`src/rtl/qdrb2_pkg.sv`:
```
package qdrb2_pkg;

  localparam int LANE_W = 9;

  // Per-cycle strobes from the control to the datapath
  typedef struct packed {
    logic wrCapLo;   // K cycle with write: hold first word and its lane mask
    logic wrCommit;  // K# cycle of a write burst: store both words
    logic rdLoad;    // a read beat is fetched this cycle
    logic rdBeat;    // burst counter low bit for the fetched beat
  } qdr_strobe_t;

endpackage

```
`src/rtl/qdrb2_ctrl.sv`:
```
module qdrb2_ctrl
  import qdrb2_pkg::*;
#(
  parameter int ADDR_W = 4
) (
  input  logic              clk,
  input  logic              rstN,
  input  logic              readN,
  input  logic              writeN,
  input  logic [ADDR_W-1:0] addr,
  input  logic              outClkTied,
  output logic              kPhase,
  output qdr_strobe_t       stb,
  output logic [ADDR_W-1:0] rdPair,
  output logic              rdOe
);

  logic              kPhaseQ;
  logic              rdPend;     // read accepted at the last K edge
  logic              wrPend;     // write accepted at the last K edge
  logic              beatOnePend;
  logic [ADDR_W-1:0] rdPairQ;
  logic              validIn;    // input-clock timed output valid
  logic              validOut;   // output-clock timed output valid

  always_ff @(posedge clk) begin
    if (!rstN) begin
      kPhaseQ     <= 1'b1;
      rdPend      <= 1'b0;
      wrPend      <= 1'b0;
      beatOnePend <= 1'b0;
      rdPairQ     <= '0;
    end else begin
      kPhaseQ     <= ~kPhaseQ;
      beatOnePend <= ~kPhaseQ & rdPend;
      if (kPhaseQ) begin
        rdPend <= ~readN;
        wrPend <= ~writeN;
        if (!readN) rdPairQ <= addr;
      end else begin
        rdPend <= 1'b0;
        wrPend <= 1'b0;
      end
    end
  end

  // Burst counter: beat 0 fetched in the K# cycle, beat 1 in the next K cycle
  always_comb begin
    stb.wrCapLo  = kPhaseQ & ~writeN;
    stb.wrCommit = ~kPhaseQ & wrPend;
    stb.rdLoad   = (~kPhaseQ & rdPend) | beatOnePend;
    stb.rdBeat   = beatOnePend;
  end

  always_ff @(posedge clk) begin
    if (!rstN) begin
      validIn  <= 1'b0;
      validOut <= 1'b0;
    end else begin
      validIn  <= stb.rdLoad;
      validOut <= validIn;
    end
  end

  assign kPhase = kPhaseQ;
  assign rdPair = rdPairQ;
  assign rdOe   = outClkTied ? validIn : validOut;

endmodule

```
`src/rtl/qdrb2_datapath.sv`:
```
module qdrb2_datapath
  import qdrb2_pkg::*;
#(
  parameter int ADDR_W = 4,
  parameter int LANES  = 4
) (
  input  logic                    clk,
  input  logic                    rstN,
  input  qdr_strobe_t             stb,
  input  logic [ADDR_W-1:0]       addr,
  input  logic [ADDR_W-1:0]       rdPair,
  input  logic [LANES*LANE_W-1:0] wrData,
  input  logic [LANES-1:0]        byteWeN,
  input  logic                    outClkTied,
  input  logic                    rdOe,
  output logic [LANES*LANE_W-1:0] rdData
);

  localparam int DATA_W = LANES * LANE_W;
  localparam int IDX_W  = ADDR_W + 1;
  localparam int DEPTH  = 1 << IDX_W;

  logic [DATA_W-1:0] mem [DEPTH];
  logic [DATA_W-1:0] loWordQ;
  logic [LANES-1:0]  loMaskQ;
  logic [IDX_W-1:0]  wrIdx0, wrIdx1, rdIdx;
  logic [DATA_W-1:0] old0, old1, new0, new1;
  logic [DATA_W-1:0] fetchWord;
  logic [DATA_W-1:0] stageIn, stageOut;

  always_ff @(posedge clk) begin
    if (!rstN) begin
      loWordQ <= '0;
      loMaskQ <= '1;
    end else if (stb.wrCapLo) begin
      loWordQ <= wrData;
      loMaskQ <= byteWeN;
    end
  end

  assign wrIdx0 = {addr, 1'b0};
  assign wrIdx1 = {addr, 1'b1};
  assign old0   = mem[wrIdx0];
  assign old1   = mem[wrIdx1];

  for (genvar i = 0; i < LANES; i++) begin : g_lane
    assign new0[i*LANE_W +: LANE_W] = loMaskQ[i] ? old0[i*LANE_W +: LANE_W]
                                                 : loWordQ[i*LANE_W +: LANE_W];
    assign new1[i*LANE_W +: LANE_W] = byteWeN[i] ? old1[i*LANE_W +: LANE_W]
                                                 : wrData[i*LANE_W +: LANE_W];
  end

  always_ff @(posedge clk) begin
    if (stb.wrCommit) begin
      mem[wrIdx0] <= new0;
      mem[wrIdx1] <= new1;
    end
  end

  // Fetch with forwarding from the burst being stored this cycle
  assign rdIdx = {rdPair, stb.rdBeat};

  always_comb begin
    fetchWord = mem[rdIdx];
    if (stb.wrCommit) begin
      if (rdIdx == wrIdx0)      fetchWord = new0;
      else if (rdIdx == wrIdx1) fetchWord = new1;
    end
  end

  always_ff @(posedge clk) begin
    if (!rstN) begin
      stageIn  <= '0;
      stageOut <= '0;
    end else begin
      if (stb.rdLoad) stageIn <= fetchWord;
      stageOut <= stageIn;
    end
  end

  assign rdData = rdOe ? (outClkTied ? stageIn : stageOut) : '0;

endmodule

```
`src/rtl/qdrb2_sram.sv`:
```
module qdrb2_sram
  import qdrb2_pkg::*;
#(
  parameter int ADDR_W = 4,
  parameter int LANES  = 4
) (
  input  logic                    clk,
  input  logic                    rstN,
  input  logic [ADDR_W-1:0]       addr,
  input  logic                    readN,
  input  logic                    writeN,
  input  logic [LANES*LANE_W-1:0] wrData,
  input  logic [LANES-1:0]        byteWeN,
  input  logic                    outClkTied,
  output logic                    kPhase,
  output logic [LANES*LANE_W-1:0] rdData,
  output logic                    rdOe
);

  qdr_strobe_t       stb;
  logic [ADDR_W-1:0] rdPair;

  qdrb2_ctrl #(.ADDR_W(ADDR_W)) u_ctrl (
    .clk       (clk),
    .rstN      (rstN),
    .readN     (readN),
    .writeN    (writeN),
    .addr      (addr),
    .outClkTied(outClkTied),
    .kPhase    (kPhase),
    .stb       (stb),
    .rdPair    (rdPair),
    .rdOe      (rdOe)
  );

  qdrb2_datapath #(.ADDR_W(ADDR_W), .LANES(LANES)) u_dp (
    .clk       (clk),
    .rstN      (rstN),
    .stb       (stb),
    .addr      (addr),
    .rdPair    (rdPair),
    .wrData    (wrData),
    .byteWeN   (byteWeN),
    .outClkTied(outClkTied),
    .rdOe      (rdOe),
    .rdData    (rdData)
  );

endmodule

```
`config.mk`:
```
export PLATFORM = sky130hd
export DESIGN_NAME = qdrb2_sram
export DESIGN_NICKNAME = d
export VERILOG_FILES = /design/src/rtl/qdrb2_pkg.sv /design/src/rtl/qdrb2_ctrl.sv /design/src/rtl/qdrb2_datapath.sv /design/src/rtl/qdrb2_sram.sv
export SDC_FILE = /design/constraint.sdc
export NUM_CORES = 1
export LEC_CHECK = 0
export CAP_MARGIN = 40
export CORE_UTILIZATION = 57
export DETAILED_ROUTE_END_ITERATION = 10
export PLACE_DENSITY = 0.74
export SLEW_MARGIN = 20
export SYNTH_ARGS = -nofsm -noshare
export SYNTH_HDL_FRONTEND = slang
export SYNTH_SLANG_ARGS = --single-unit
```
`constraint.sdc`:
```
create_clock -name clk -period 12 [get_ports clk]
set_input_delay 3 -clock clk [delete_from_list [all_inputs] [get_ports clk]]
set_output_delay 3 -clock clk [all_outputs]
set_load 0.005 [all_outputs]
```
==> results.txt <==
# setup viols final: 0
GR Util met2: 0.551
Hold path depth: 2
Most used routing layer: met2
First-pass GRT wire length: 263 mm
Post-detail-place hpwl: 105 mm
CTS Buf Count: 133
Synth Area in XOR/XNOR: 0.000593
Initial Util: 0.578
Worst reg2reg path endpoint: u_dp.stageIn[22]$_SDFFE_PN0P_
Cell taking the most area after synthesis: edfxtp_1
Final hold violations: 0
DRT antenna net count: 0
Drt pass-1 iters: 7
Asr flop ratio synth: 0
Area contributors post-synth: edfxtp_1, mux2i_1, dfxtp_1, a22oi_1, mux4_2
Compound-gate portion of the synthesized area: 0.0895
Setup Buffers After CTS: 0
1st-iter DRT viols: 5435
Final max-slew violation count: 0
Chip Height: 324 µm
Initial antenna violation count: 2
Pwr/cell area: 148 mW/mm²
Clock Skew: 0.0205 ns
EDFF count, synth: 1152
Tmin final: 7.95 ns
Final setup TNS: 0 ns
CTS Sinks: 1274
Worst r2r path cells: 10
CP startpoint kind: input pin
Vias per cell: 7.10
Critical Path RT: 9.00 ns
Met3 Use GR: 0.0781
Worst r2r src: u_ctrl.beatOnePend$_SDFF_PN0_
Rows: 117
Top-count cell post-synth: edfxtp_1
Worst VDD drop: 0.000118 V
Ys flop type: edfxtp_1
Syn. warnings: 0
Mux cell area share after synthesis: 0.206
Fmax: 126 MHz
Rel. slew slack: 0.271
Simple-gate share of the synthesized area: 0.0464
Worst hold path class: reg2reg
Worst slack, placed: 4.03 ns
Share of cells above drive strength 1: 0.125
Root Buffer: clkbuf_16
H-Tree Depth: 4
Routed wire length: 184 mm
Count of cell types in the netlist: 55
Mapped Avg Cell Area: 14.6 µm²
Die X: 324 µm
Post-Syn Area: 0.0591 mm²
Clock Pin Slew Worst Setup and Hold Paths: 0.06 ns
CTS tree: built
Max Cap Violations: 0
# port buffers: 86
Worst-path fanout max: 29
Core box area: 0.102 mm²
Leak: 21.4 nW
Area Growth Syn to Fin: 12.5%
Synth Area in Adders: 0
Final worst slack: 4.05 ns
Worst-Skew Late Latency: 0.74 ns
Num ports: 87
Final nets: 4170
Total Die Area: 0.105 mm²
All-layer global routing usage: 0.351
Vias in the first global route: 38900
WS Path Type: in2out
Residual DRC count: 0
Post-CTS resize count: 0
Min-Delay Endpoint: u_dp.loWordQ[25]$_SDFFE_PN0P_
Post-Syn Nets: 4086
Flop-to-flop setup slack: 7.95 ns
Total grt overflow: 0
Mapped Cells: 4037
M1 GR Usage: 0.458
Tcrit/Tclk final: 0.662
Post-synthesis sequential area ratio: 0.627
Gpl congestion: 0.840
Top-area cell type share of the netlist area: 0.585
Hold_buf cts: 0
Worst Hold Launch: u_dp.loWordQ[25]$_SDFFE_PN0P_
CP Capture Type: output pin
Vias post-DR: 39700
CTS max path bufs: 3
Synth top cells by count: edfxtp_1, mux2i_1, a22oi_1, nor2_1, o22ai_1
Fillers: 7149
Worst-margin pin slew: 1.09 ns
DR WL/cell: 33.0 µm
Synth Register Bits: 1274
Largest net degree at the start of global routing: 135
RSZ-0062 raised after global routing: no
Crit path DAT: 4.95 ns
Status: completed
Main combinational cell family by area after synthesis: multiplexers
[through the flow]
| stage | area, µm² | hold slack [ns] | instances | power (mW) | util |
|---|---|---|---|---|---|
| floorplan | 59100 | 0.421 | 4037 | 5.52 | - |
| global placement | 61200 | 0.454 | 5297 | 5.78 | 0.598 |
| detailed placement | 62100 | 0.458 | 5351 | 5.81 | 0.607 |
| CTS | 66400 | 0.466 | 5592 | 9.85 | 0.649 |
| global route | 66500 | 0.489 | 5595 | 10.1 | 0.650 |
| finish | 66500 | 0.464 | 5597 | 9.85 | 0.650 |
[layout make-up]
class	instances	area [µm²]	share of cell area
Multi-Input combinational cell	2436	20600	0.309
Timing Repair Buffer	274	2820	0.0425
Clock buffer	191	3860	0.0580
Antenna cell	2	5.00	0.0000753
Clock inverter	50	482	0.00725
Inverter	2	7.51	0.000113
Tap cell	1368	1710	0.0257
Sequential cell	1274	37000	0.557
[worst max path at each step]
stage | startpoint | end | slack (ns)
floorplan | addr[1] | u_dp.mem[2][0]$_DFFE_PP_ | 0.66
global placement | outClkTied | rdData[15] | 4.09
detailed placement | outClkTied | rdData[17] | 4.03
CTS | outClkTied | rdData[17] | 4.02
global route | outClkTied | rdData[17] | 3.96
finish | outClkTied | rdData[17] | 4.05
[logic make-up (layout without fill, tap and decap cells)]
| logic type | Yosys count | in the layout |
|---|---|---|
| other | 0 | 2 |
| buffers and inverters | 327 | 517 |
| AOI/OAI and AO/OA | 753 | 753 |
| and+or+nand+nor | 567 | 567 |
| xor gates and xnor gates | 4 | 4 |
| DFF | 1274 | 1274 |
| muxes | 1112 | 1112 |
[power breakdown]
part	internal, mW	switching [mW]	total [mW]
clock network	2.43	1.68	4.11
registers	4.96	0.0245	4.98
logic	0.247	0.516	0.762
total	7.63	2.22	9.85
[state kept, by name, summed over array words and instances, names as in the netlist, 4 cells and up]
register,count
u_dp.loWordQ,36
u_dp.loMaskQ,4
u_ctrl.rdPair,4
u_dp.stageOut,36
u_dp.stageIn,36
u_dp.mem,1152
[worst max-delay path, stage by stage]
cell and delay [ns]:
buf_4 0.22, mux2i_4 0.54, buf_4 0.57, nor2_1 0.12, clkdlybuf4s50_1 0.48
[cell usage in the layout (no fill, tap or decap), types with 9 or more instances in the layout]
cell / count
o22ai_1: 141
a221oi_1: 70
a21boi_0: 36
nor2_1: 251
clkdlybuf4s50_1: 80
dfxtp_1: 121
a22oi_1: 280
clkinv_2: 18
buf_12: 20
mux2i_1: 1029
o21ai_0: 83
edfxtp_1: 1152
o221ai_1: 34
and2_1: 42
bufinv_16: 9
nand4_1: 69
buf_16: 14
clkbuf_1: 36
a21oi_2: 12
nand2_1: 94
buf_4: 153
a31oi_2: 10
a21oi_1: 25
o21ai_1: 23
clkinv_1: 15
nor3_1: 36
clkbuf_8: 14
mux4_2: 75
nor3_2: 10
a31oi_1: 26
clkbuf_16: 141
[per-layer routing]
layer / vias to the layer above / part of all wire
met5: - / 0.00040
met4: 6 / 0.057
met3: 662 / 0.12
met2: 2940 / 0.46
met1: 19800 / 0.37
li1: 16300 / -
(Power assumes the default switching activity.)
